## src/rtl/p9_pkg.sv

```systemverilog
package p9_pkg;
  localparam int WORD_W = 9;
  localparam int BYTE_W = 8;
  localparam logic [BYTE_W-1:0] ID_CMD = 8'h04;

  typedef enum logic [3:0] {
    S_IDLE, S_CMD, S_PWAIT, S_PSHIFT, S_RCMD, S_DGO, S_DUM, S_IGO, S_ID
  } seq_state_t;
endpackage

```

## src/rtl/p9_shifter.sv

```systemverilog
module p9_shifter #(
  parameter int DIV = 100
) (
  input  logic                    clk,
  input  logic                    rst_n,
  input  logic                    start,
  input  logic [p9_pkg::WORD_W-1:0] word,
  input  logic [3:0]              nbits,
  input  logic                    sdi,
  output logic                    busy,
  output logic                    done,
  output logic                    sclk,
  output logic                    sdo,
  output logic [p9_pkg::BYTE_W-1:0] rx
);
  localparam int CW = (DIV > 1) ? $clog2(DIV) : 1;
  localparam int WW = p9_pkg::WORD_W;

  logic          active;
  logic          high_ph;
  logic [CW-1:0] cnt;
  logic [3:0]    bits_left;
  logic [WW-1:0] sh;
  logic [WW-1:0] rx_sh;
  logic          sclk_q, done_q;

  always_ff @(posedge clk or negedge rst_n) begin
    if (!rst_n) begin
      active <= 1'b0; high_ph <= 1'b0; cnt <= '0; bits_left <= '0;
      sh <= '0; rx_sh <= '0; sclk_q <= 1'b0; done_q <= 1'b0;
    end else begin
      done_q <= 1'b0;
      if (start) begin
        active    <= 1'b1;
        high_ph   <= 1'b0;
        cnt       <= '0;
        bits_left <= nbits;
        sh        <= word;
        rx_sh     <= '0;
        sclk_q    <= 1'b0;
      end else if (active) begin
        if (cnt == CW'(DIV - 1)) begin
          cnt <= '0;
          if (!high_ph) begin
            sclk_q  <= 1'b1;
            high_ph <= 1'b1;
            rx_sh   <= {rx_sh[WW-2:0], sdi};
          end else begin
            sclk_q    <= 1'b0;
            high_ph   <= 1'b0;
            sh        <= {sh[WW-2:0], 1'b0};
            bits_left <= bits_left - 4'd1;
            if (bits_left == 4'd1) begin
              active <= 1'b0;
              done_q <= 1'b1;
            end
          end
        end else begin
          cnt <= cnt + CW'(1);
        end
      end
    end
  end

  assign busy = active;
  assign done = done_q;
  assign sclk = sclk_q;
  assign sdo  = active ? sh[WW-1] : 1'b0;
  assign rx   = rx_sh[p9_pkg::BYTE_W-1:0];

  a_r4_sclk_idle_low: assert property (@(posedge clk) disable iff (!rst_n)
    !active |-> !sclk_q);
  a_r4_sdo_steady_high: assert property (@(posedge clk) disable iff (!rst_n)
    sclk_q |-> $stable(sdo));
  a_r1_bit_budget: assert property (@(posedge clk) disable iff (!rst_n)
    active |-> (bits_left != 4'd0 && bits_left <= 4'd9));
endmodule

```

## src/rtl/p9_sequencer.sv

```systemverilog
module p9_sequencer #(
  parameter int PCW = 6
) (
  input  logic                      clk,
  input  logic                      rst_n,
  input  logic                      wr_req,
  input  logic                      rd_req,
  input  logic [p9_pkg::BYTE_W-1:0] cmd_byte,
  input  logic [PCW-1:0]            param_cnt,
  input  logic                      prm_valid,
  input  logic [p9_pkg::BYTE_W-1:0] prm_data,
  input  logic                      sh_busy,
  input  logic                      sh_done,
  input  logic [p9_pkg::BYTE_W-1:0] sh_rx,
  output logic                      req_ready,
  output logic                      busy,
  output logic                      done,
  output logic                      prm_ready,
  output logic [p9_pkg::BYTE_W-1:0] id_byte,
  output logic                      cs_n,
  output logic                      sh_start,
  output logic [p9_pkg::WORD_W-1:0] sh_word,
  output logic [3:0]                sh_nbits
);
  import p9_pkg::*;

  seq_state_t     state;
  logic [PCW-1:0] remain;
  logic           cs_n_q, done_q;
  logic [BYTE_W-1:0] id_q;
  logic           fire;

  assign req_ready = (state == S_IDLE);
  assign busy      = (state != S_IDLE);
  assign prm_ready = (state == S_PWAIT) && !sh_busy;
  assign fire      = prm_valid && prm_ready;

  always_comb begin
    sh_start = 1'b0;
    sh_word  = '0;
    sh_nbits = 4'd9;
    unique case (state)
      S_IDLE: begin
        if (wr_req) begin
          sh_start = 1'b1; sh_word = {1'b0, cmd_byte};
        end else if (rd_req) begin
          sh_start = 1'b1; sh_word = {1'b0, ID_CMD};
        end
      end
      S_PWAIT: if (fire) begin
        sh_start = 1'b1; sh_word = {1'b1, prm_data};
      end
      S_DGO: sh_start = 1'b1;
      S_IGO: begin sh_start = 1'b1; sh_nbits = 4'd8; end
      default: ;
    endcase
  end

  always_ff @(posedge clk or negedge rst_n) begin
    if (!rst_n) begin
      state <= S_IDLE; remain <= '0; cs_n_q <= 1'b1; done_q <= 1'b0; id_q <= '0;
    end else begin
      done_q <= 1'b0;
      unique case (state)
        S_IDLE: begin
          if (wr_req) begin
            cs_n_q <= 1'b0; remain <= param_cnt; state <= S_CMD;
          end else if (rd_req) begin
            cs_n_q <= 1'b0; state <= S_RCMD;
          end
        end
        S_CMD, S_PSHIFT: if (sh_done) begin
          if (remain == '0) begin
            cs_n_q <= 1'b1; done_q <= 1'b1; state <= S_IDLE;
          end else begin
            state <= S_PWAIT;
          end
        end
        S_PWAIT: if (fire) begin
          remain <= remain - PCW'(1);
          state  <= S_PSHIFT;
        end
        S_RCMD: if (sh_done) state <= S_DGO;
        S_DGO:  state <= S_DUM;
        S_DUM:  if (sh_done) state <= S_IGO;
        S_IGO:  state <= S_ID;
        S_ID: if (sh_done) begin
          id_q <= sh_rx; cs_n_q <= 1'b1; done_q <= 1'b1; state <= S_IDLE;
        end
        default: state <= S_IDLE;
      endcase
    end
  end

  assign cs_n    = cs_n_q;
  assign done    = done_q;
  assign id_byte = id_q;

  a_r6_cs_covers_shift: assert property (@(posedge clk) disable iff (!rst_n)
    sh_busy |-> !cs_n_q);
  a_r6_done_single: assert property (@(posedge clk) disable iff (!rst_n)
    done_q |=> !done_q);
  a_r7_idle_cs_high: assert property (@(posedge clk) disable iff (!rst_n)
    req_ready |-> cs_n_q);
  a_r8_no_start_while_busy: assert property (@(posedge clk) disable iff (!rst_n)
    sh_start |-> !sh_busy);
  a_r3_pending_nonzero: assert property (@(posedge clk) disable iff (!rst_n)
    (state == S_PWAIT) |-> (remain != '0));
endmodule

```

## src/rtl/panel9_serial_master.sv

```systemverilog
module panel9_serial_master #(
  parameter int DIV        = 100,
  parameter int MAX_PARAMS = 32,
  parameter int PCW        = $clog2(MAX_PARAMS + 1)
) (
  input  logic           clk,
  input  logic           rst_n,
  input  logic           wr_req,
  input  logic           rd_req,
  input  logic [7:0]     cmd_byte,
  input  logic [PCW-1:0] param_cnt,
  output logic           req_ready,
  output logic           busy,
  output logic           done,
  input  logic           prm_valid,
  input  logic [7:0]     prm_data,
  output logic           prm_ready,
  output logic [7:0]     id_byte,
  output logic           cs_n,
  output logic           sclk,
  output logic           sdo,
  input  logic           sdi
);
  logic       sh_start, sh_busy, sh_done;
  logic [8:0] sh_word;
  logic [3:0] sh_nbits;
  logic [7:0] sh_rx;

  p9_sequencer #(.PCW(PCW)) u_seq (
    .clk(clk), .rst_n(rst_n), .wr_req(wr_req), .rd_req(rd_req),
    .cmd_byte(cmd_byte), .param_cnt(param_cnt),
    .prm_valid(prm_valid), .prm_data(prm_data),
    .sh_busy(sh_busy), .sh_done(sh_done), .sh_rx(sh_rx),
    .req_ready(req_ready), .busy(busy), .done(done), .prm_ready(prm_ready),
    .id_byte(id_byte), .cs_n(cs_n),
    .sh_start(sh_start), .sh_word(sh_word), .sh_nbits(sh_nbits)
  );

  p9_shifter #(.DIV(DIV)) u_shift (
    .clk(clk), .rst_n(rst_n), .start(sh_start), .word(sh_word),
    .nbits(sh_nbits), .sdi(sdi), .busy(sh_busy), .done(sh_done),
    .sclk(sclk), .sdo(sdo), .rx(sh_rx)
  );
endmodule

```

## config.mk

```make
export PLATFORM = sky130hd
export DESIGN_NAME = panel9_serial_master
export DESIGN_NICKNAME = d
export VERILOG_FILES = /design/src/rtl/p9_pkg.sv /design/src/rtl/p9_shifter.sv /design/src/rtl/p9_sequencer.sv /design/src/rtl/panel9_serial_master.sv
export SDC_FILE = /design/constraint.sdc
export NUM_CORES = 1
export LEC_CHECK = 0
export ABC_AREA = 1
export ABC_CLOCK_PERIOD_IN_PS = 1670
export BUFFER_PORTS_ARGS = -buffer_cell sky130_fd_sc_hd__buf_2
export CAP_MARGIN = 25
export CORE_AREA = 10 10 96 98
export CTS_CLUSTER_SIZE = 25
export DETAILED_ROUTE_END_ITERATION = 7
export DIE_AREA = 0 0 106 108
export PLACE_DENSITY = 0.63
export SLEW_MARGIN = 10
export SYNTH_ARGS = -nofsm -noshare
export SYNTH_HDL_FRONTEND = slang
export SYNTH_SLANG_ARGS = --single-unit
```

## constraint.sdc

```tcl
create_clock -name clk -period 1.67 [get_ports clk]
set_clock_uncertainty 0.15 [all_clocks]
set_input_delay 0.2505 -clock clk [delete_from_list [all_inputs] [get_ports clk]]
set_output_delay 0.2505 -clock clk [all_outputs]
set_load 0.03 [all_outputs]
```

# Word-level counts from Yosys, hierarchy flattened
# Cells that the tools add are included.
[op_classes]
eq_ne = 19
muxes = 61
addsub = 3
reduce_logical = 20
[op_table]
columns = ["operator", "n"]
rows = [
  ["$mux W9", 6],
  ["$mux W4", 11],
  ["$mux W8", 4],
  ["$pmux W4 S8", 1],
  ["$mux W1", 27],
  ["$mux W7", 3],
  ["$pmux W9 S2", 1],
  ["$eq A4 B3 Y1 const B", 4],
  ["$mux W6", 2],
  ["$ne A2 B1 Y1 const B", 6],
  ["$pmux W6 S2", 1],
  ["$reduce_and A3 Y1", 3],
  ["$eq A4 B1 Y1 const B", 2],
  ["$eq A4 B2 Y1 const B", 2],
  ["$reduce_bool A2 Y1", 4],
  ["$add A7 B1 Y7 const B", 1],
  ["$eq A7 B7 Y1 const B", 1],
  ["$logic_not A6 Y1", 1],
  ["$pmux W1 S3", 2],
  ["$reduce_and A6 Y1", 1],
  ["$sub A6 B1 Y6 const B", 1],
  ["$reduce_and A5 Y1", 1],
  ["$eq A4 B4 Y1 const B", 1],
  ["$logic_not A4 Y1", 1],
  ["12 further kinds", 16],
]
[word_totals]
input_bits = 28
register_bits = 51
out_inout_bits = 15

# Depth between registers and ports, before layout
[depth]
word_depth = 7
mapped_depth = 12
ltp_nobuf = 10

# Modules after synthesis
# A second synthesis with hierarchy kept.
[hier_totals]
hier_cells = 375
hier_area_um2 = 2981.6
[by_module_without_submodules]
columns = ["module", "n_inst", "area_each_um2", "cells_each", "seq_area_each_um2"]
rows = [
  ["p9_shifter", 1, 1657.8, 182, 775.7],
  ["p9_sequencer", 1, 1323.8, 193, 501.7],
]

# Worst setup path before layout
# No wires, ideal clock.
[synth_path]
path_type = "reg2reg"
from = "register u_seq.state[0]"
to = "register u_seq.remain[3]"
synth_period_minus_slack_ns = 1.700
arrival_ns = 1.421
path_stages_with_launch = 9
setup_slack_ns = -0.030
cell_sequence = "dfrtp_1 -> nor2_1 -> inv_1 -> nor2_4 -> nand2_1 -> nand2_1 -> nand2_1 -> o21ai_0 -> o21ai_0"
[synth_lines]
columns = ["element", "line", "source"]
rows = [
  ["from (decl)", "p9_sequencer.sv:27", "seq_state_t state;"],
  ["from (signal assigned)", "p9_sequencer.sv:61", "state <= S_IDLE; remain <= '0; cs_n_q <= 1'b1; done_q <= 1'b0; id_q <= '0;"],
  ["from (signal assigned)", "p9_sequencer.sv:67", "cs_n_q <= 1'b0; remain <= param_cnt; state <= S_CMD;"],
  ["from (signal assigned)", "p9_sequencer.sv:69", "cs_n_q <= 1'b0; state <= S_RCMD;"],
  ["$logic_not A4 Y1 *", "-", ""],
  ["named net req_ready", "panel9_serial_master.sv:12", "output logic req_ready,"],
  ["$ne A2 B2 Y1 (no source line) or $reduce_bool A2 Y1 (tied branches)", "-", ""],
  ["$reduce_and A3 Y1 (no source line)", "-", ""],
  ["to (signal assigned)", "p9_sequencer.sv:80", "remain <= remain - PCW'(1);"],
  ["to (decl)", "p9_sequencer.sv:28", "logic [PCW-1:0] remain;"],
]
# Mark *: on every way through the listed nets, which the timed path passes. The rest lies on a longest branch.
# A chain may end at the register's enable or synchronous reset.

# Worst setup path in the final report
[layout_path]
from = "register u_seq.state[0]"
to = "register u_shift.sh[2]"
[layout_between]
elab_chain_cells = 7
[layout_lines]
columns = ["element", "line", "source"]
rows = [
  ["$eq A4 B2 Y1", "p9_sequencer.sv:35, p9_sequencer.sv:42", ""],
  ["$logic_and A1 B1 Y1", "p9_sequencer.sv:35", "assign prm_ready = (state == S_PWAIT) && !sh_busy;"],
  ["$logic_and A1 B1 Y1", "p9_sequencer.sv:36", "assign fire = prm_valid && prm_ready;"],
  ["$mux W1", "p9_sequencer.sv:50", "S_PWAIT: if (fire) begin"],
  ["$pmux W1 S3", "p9_sequencer.sv:42", "unique case (state)"],
  ["$reduce_bool A2 Y1 (no source line)", "-", ""],
  ["$reduce_and A3 Y1 (no source line)", "-", ""],
  ["to (signal assigned)", "p9_shifter.sv:38", "sh <= word;"],
  ["to (signal assigned)", "p9_shifter.sv:51", "sh <= {sh[WW-2:0], 1'b0};"],
  ["to (decl)", "p9_shifter.sv:23", "logic [WW-1:0] sh;"],
]
# Parallel ways exist; a longest one is shown, timed or not.

==> impl_metrics.csv <==
group,metric,value,unit
flow_run,drv_cap,0,
logic_synthesis,yosys_warnings,0,
global_routing,grt_use_total,12.4,%
worst_setup_path,reg2reg_depth,12,
logic_synthesis,postSynthAreaPerCell,7.15,sq um
worst_setup_path,slowest_stage,"dfrtp_1",
timing,setup_tns,-4.30,ns
drt,wl_per_cell,12.7,microns
logic_synthesis,yosys-top-cells-area,"dfrtp_1 (44%), nand2_1 (19%), nor2_1 (6.9%)",
worst_hold_path,worst_hold_path_type,"in -> reg",
worst_setup_path,arrival,1.90,ns
clocking,cts_buffer_depth,2,
placed_design,dp_cells,570,
worst_setup_path,crit_end,"u_shift.sh[2]$_DFFE_PN0P_",
logic_synthesis,synth-async-reset-ratio,100,%
clocking,cts_tree,"yes",
drt,vias_per_cell,4.71,
drt,drt-initial-drc-count,101,
timing,rsz0062_at_grt,"true",
logic_synthesis,netlist.area_leader.share,43.6,%
timing,whs,0.0209,ns
die,die_h,108,microns
placed_design,post-dp-hpwl,5.14,mm
drt,vias,2824,
die,core_area,7450,sq um
finish,drive_gt1_share,34.2,%
die,chipWidth,106,microns
finish,final_util,55.0,%
worst_setup_path,crit_start,"u_seq.state[0]$_DFFE_PN0P_",
placed_design,port_buffers,42,
finish,diodes,0,
timing,fin_crit_sh,111,%
logic_synthesis,synthDistinctLibCells,32,
run_status,status,"finished with violations",
worst_setup_path,cp.required,1.72,ns
worst_setup_path,critical_path_class,"reg -> reg",
clocking,cts-root-buf,"clkbuf_8",
worst_setup_path,reg2reg_to,"u_shift.sh[2]$_DFFE_PN0P_",
timing,finalHoldViolCount,0,
run_status,violations,"negative setup slack",
finish,fin_cells,599,
clocking,htreeDepth,2,
power,leakage,2.21,nW
logic_synthesis,ys_ff_latch,51,
worst_setup_path,ff2ff_setup_slack,-0.18,ns
worst_setup_path,rr_startpoint,"u_seq.state[0]$_DFFE_PN0P_",
timing,relSlewSlack,81.3,%
global_routing,grt_max_degree,52,
worst_setup_path,worstPathMaxFanout,6,
clocking,cts.sinks,51,
die,boundaryPins,43,
worst_setup_path,cp_cell_sequence,"buf_6 > nor2_4 > buf_6 > nand3_4 > nand2_4 > nor2_4 > buf_6 > nand2_4 > nand2_4 > clkbuf_16 > nand2_2 > nand2_1",
logic_synthesis,synthCells,401,
logic_synthesis,netlist.top_cell.by_area,"dfrtp_1",
timing,setup_viol,42,
logic_synthesis,syn_nets,433,
die,start_util,38.5,%
timing,fmax,0.542,GHz
finish,syn_to_final_growth,42.7,%
die,die-area,11400,sq um
clocking,cts_buffers,5,
drt,drtPass1Iterations,4,
logic_synthesis,yosys_most_used_dff,"dfrtp_1",
drt,drc,0,
worst_setup_path,cp-start-kind,"register",
power,powerDensity,530,nW/um^2
clocking,clock_latency,0.30,ns
logic_synthesis,syn_area,2870,sq um
drt,ant_nets,0,
drt,finalWirelength,7.60,mm
timing,worst_slack,-0.176,ns
logic_synthesis,netlist_top_cells_count,"nand2_1 (143), nor2_1 (53), inv_1 (52)",
logic_synthesis,synth_edf_count,0,
worst_setup_path,critPathCaptureType,"register",
placed_design,pre_cts_ws,-0.0662,ns
logic_synthesis,synth_seq_area_share,44.5,%
placed_design,gp_congestion,0.804,
timing,slew_viol_final,0,
timing,tightestPinTransition,0.280,ns
finish,nets,529,
logic_synthesis,yosysMostFrequentCell,"nand2_1",
power,vdd_ir_drop_max,0.330,mV
worst_setup_path,critPathMaxStageDelay,0.43,ns
clocking,cts.clk_slew.worst_paths,0.10,ns
global_routing,grt_pass1_vias,2687,
global_routing,antenna_found_initial,0,
global_routing,grt_pass1_wl,12.0,mm
die,rows,32,
timing,period_needed,1.85,ns
global_routing,overflow,0,
==> critical path, delay by kind of cell (launching register included) <==
kind,cells,cell delay (ns)
buffers and inverters,4,0.58
and+or+nand+nor,8,0.59
DFF,1,0.43
==> final cells by class <==
| type | count | area (sq um) |
|---|---|---|
| Sequential cell | 51 | 1280 |
| Timing Repair Buffer | 100 | 806 |
| Inverter | 55 | 226 |
| Tap cell | 102 | 128 |
| Clock buffer | 5 | 68.8 |
| Clock inverter | 2 | 37.5 |
| Fill cell | 697 | 3350 |
| Multi-Input combinational cell | 284 | 1550 |
==> how the worst min path moves through the flow <==
stage | slack, ns | cells after the start | endpoint | start
floorplan | -0.20 | 0 | u_seq.done$_DFF_PN0_ | rst_n
global placement | 0.11 | 2 | u_shift.sh[5]$_DFFE_PN0P_ | rst_n
finish | 0.02 | 3 | u_shift.sh[0]$_DFFE_PN0P_ | prm_data[0]
CTS | 0.01 | 3 | u_shift.sh[0]$_DFFE_PN0P_ | prm_data[0]
detailed placement | 0.12 | 2 | u_shift.sh[0]$_DFFE_PN0P_ | rst_n
global route | 0.004 | 3 | u_shift.sh[0]$_DFFE_PN0P_ | prm_data[0]
==> cells by family after synthesis <==
group           count (synthesis)  share of synthesized area, %
fa+ha+maj                       4                          1.75
simple gates                  238                          34.7
buf+inv                        66                          10.2
xor+xnor                        2                         0.611
flops                          51                          44.5
compound gates                 40                          8.20
==> where the power goes <==
| part | switching, mW | internal, mW |
|---|---|---|
| combinational | 0.0483 | 0.0371 |
| clock | 0.413 | 0.439 |
| sequential | 0 | 1.23 |
| total | 0.461 | 1.71 |
==> state kept, by name, indices dropped and copies added, names as in the netlist <==
name               flops
u_shift.busy           1
u_shift.high_ph        1
u_seq.cs_n             1
u_seq.state            4
u_shift.bits_left      4
u_shift.cnt            7
u_seq.done             1
u_shift.rx_sh          8
u_seq.remain           6
u_seq.id_byte          8
u_shift.done           1
u_shift.sh             9
==> layout by cell type (no fill, tap or decap), types with 3 or more instances in the layout <==
cell type / count
a21oi_1: 5
buf_12: 4
buf_2: 40
buf_4: 36
buf_6: 16
clkbuf_8: 5
dfrtp_1: 50
ha_1: 4
inv_1: 46
inv_2: 5
nand2_1: 119
nand2_2: 18
nand2_4: 5
nand2_8: 4
nand3_1: 21
nand3_2: 3
nand4_1: 5
nor2_1: 45
nor2_2: 5
nor2_4: 9
o21ai_0: 11
o21ai_1: 13
o21ai_2: 4
==> what timing repair did <==
action / in CTS / in global routing
hold buffers: 1 / 0
endpoints found under the hold margin: 50 / 0
buffers inserted: 8 / 11
setup endpoints to repair: 42 / 53
gates resized for setup: 33 / 77
cloned: 0 / 3
pin swaps: 7 / 15
==> through the flow <==
| stage | cell area [sq um] | power (mW) |
|---|---|---|
| after floorplan | 2870 | 1.28 |
| after global placement | 3460 | 1.34 |
| after detailed placement | 3460 | 1.34 |
| after CTS | 3730 | 2.20 |
| after global routing | 4090 | 2.25 |
| final | 4090 | 2.17 |
==> layer usage <==
metal | vias up | wire length (microns) | track usage, %
met4 | 0 | 111 | 3.00
met3 | 10 | 202 | 2.50
met5 | - | 0 | 0
met1 | 1342 | 3260 | 14.7
met2 | 40 | 4030 | 22.5
li1 | 1432 | - | -
Note: power is estimated with default switching activity, not from simulation.
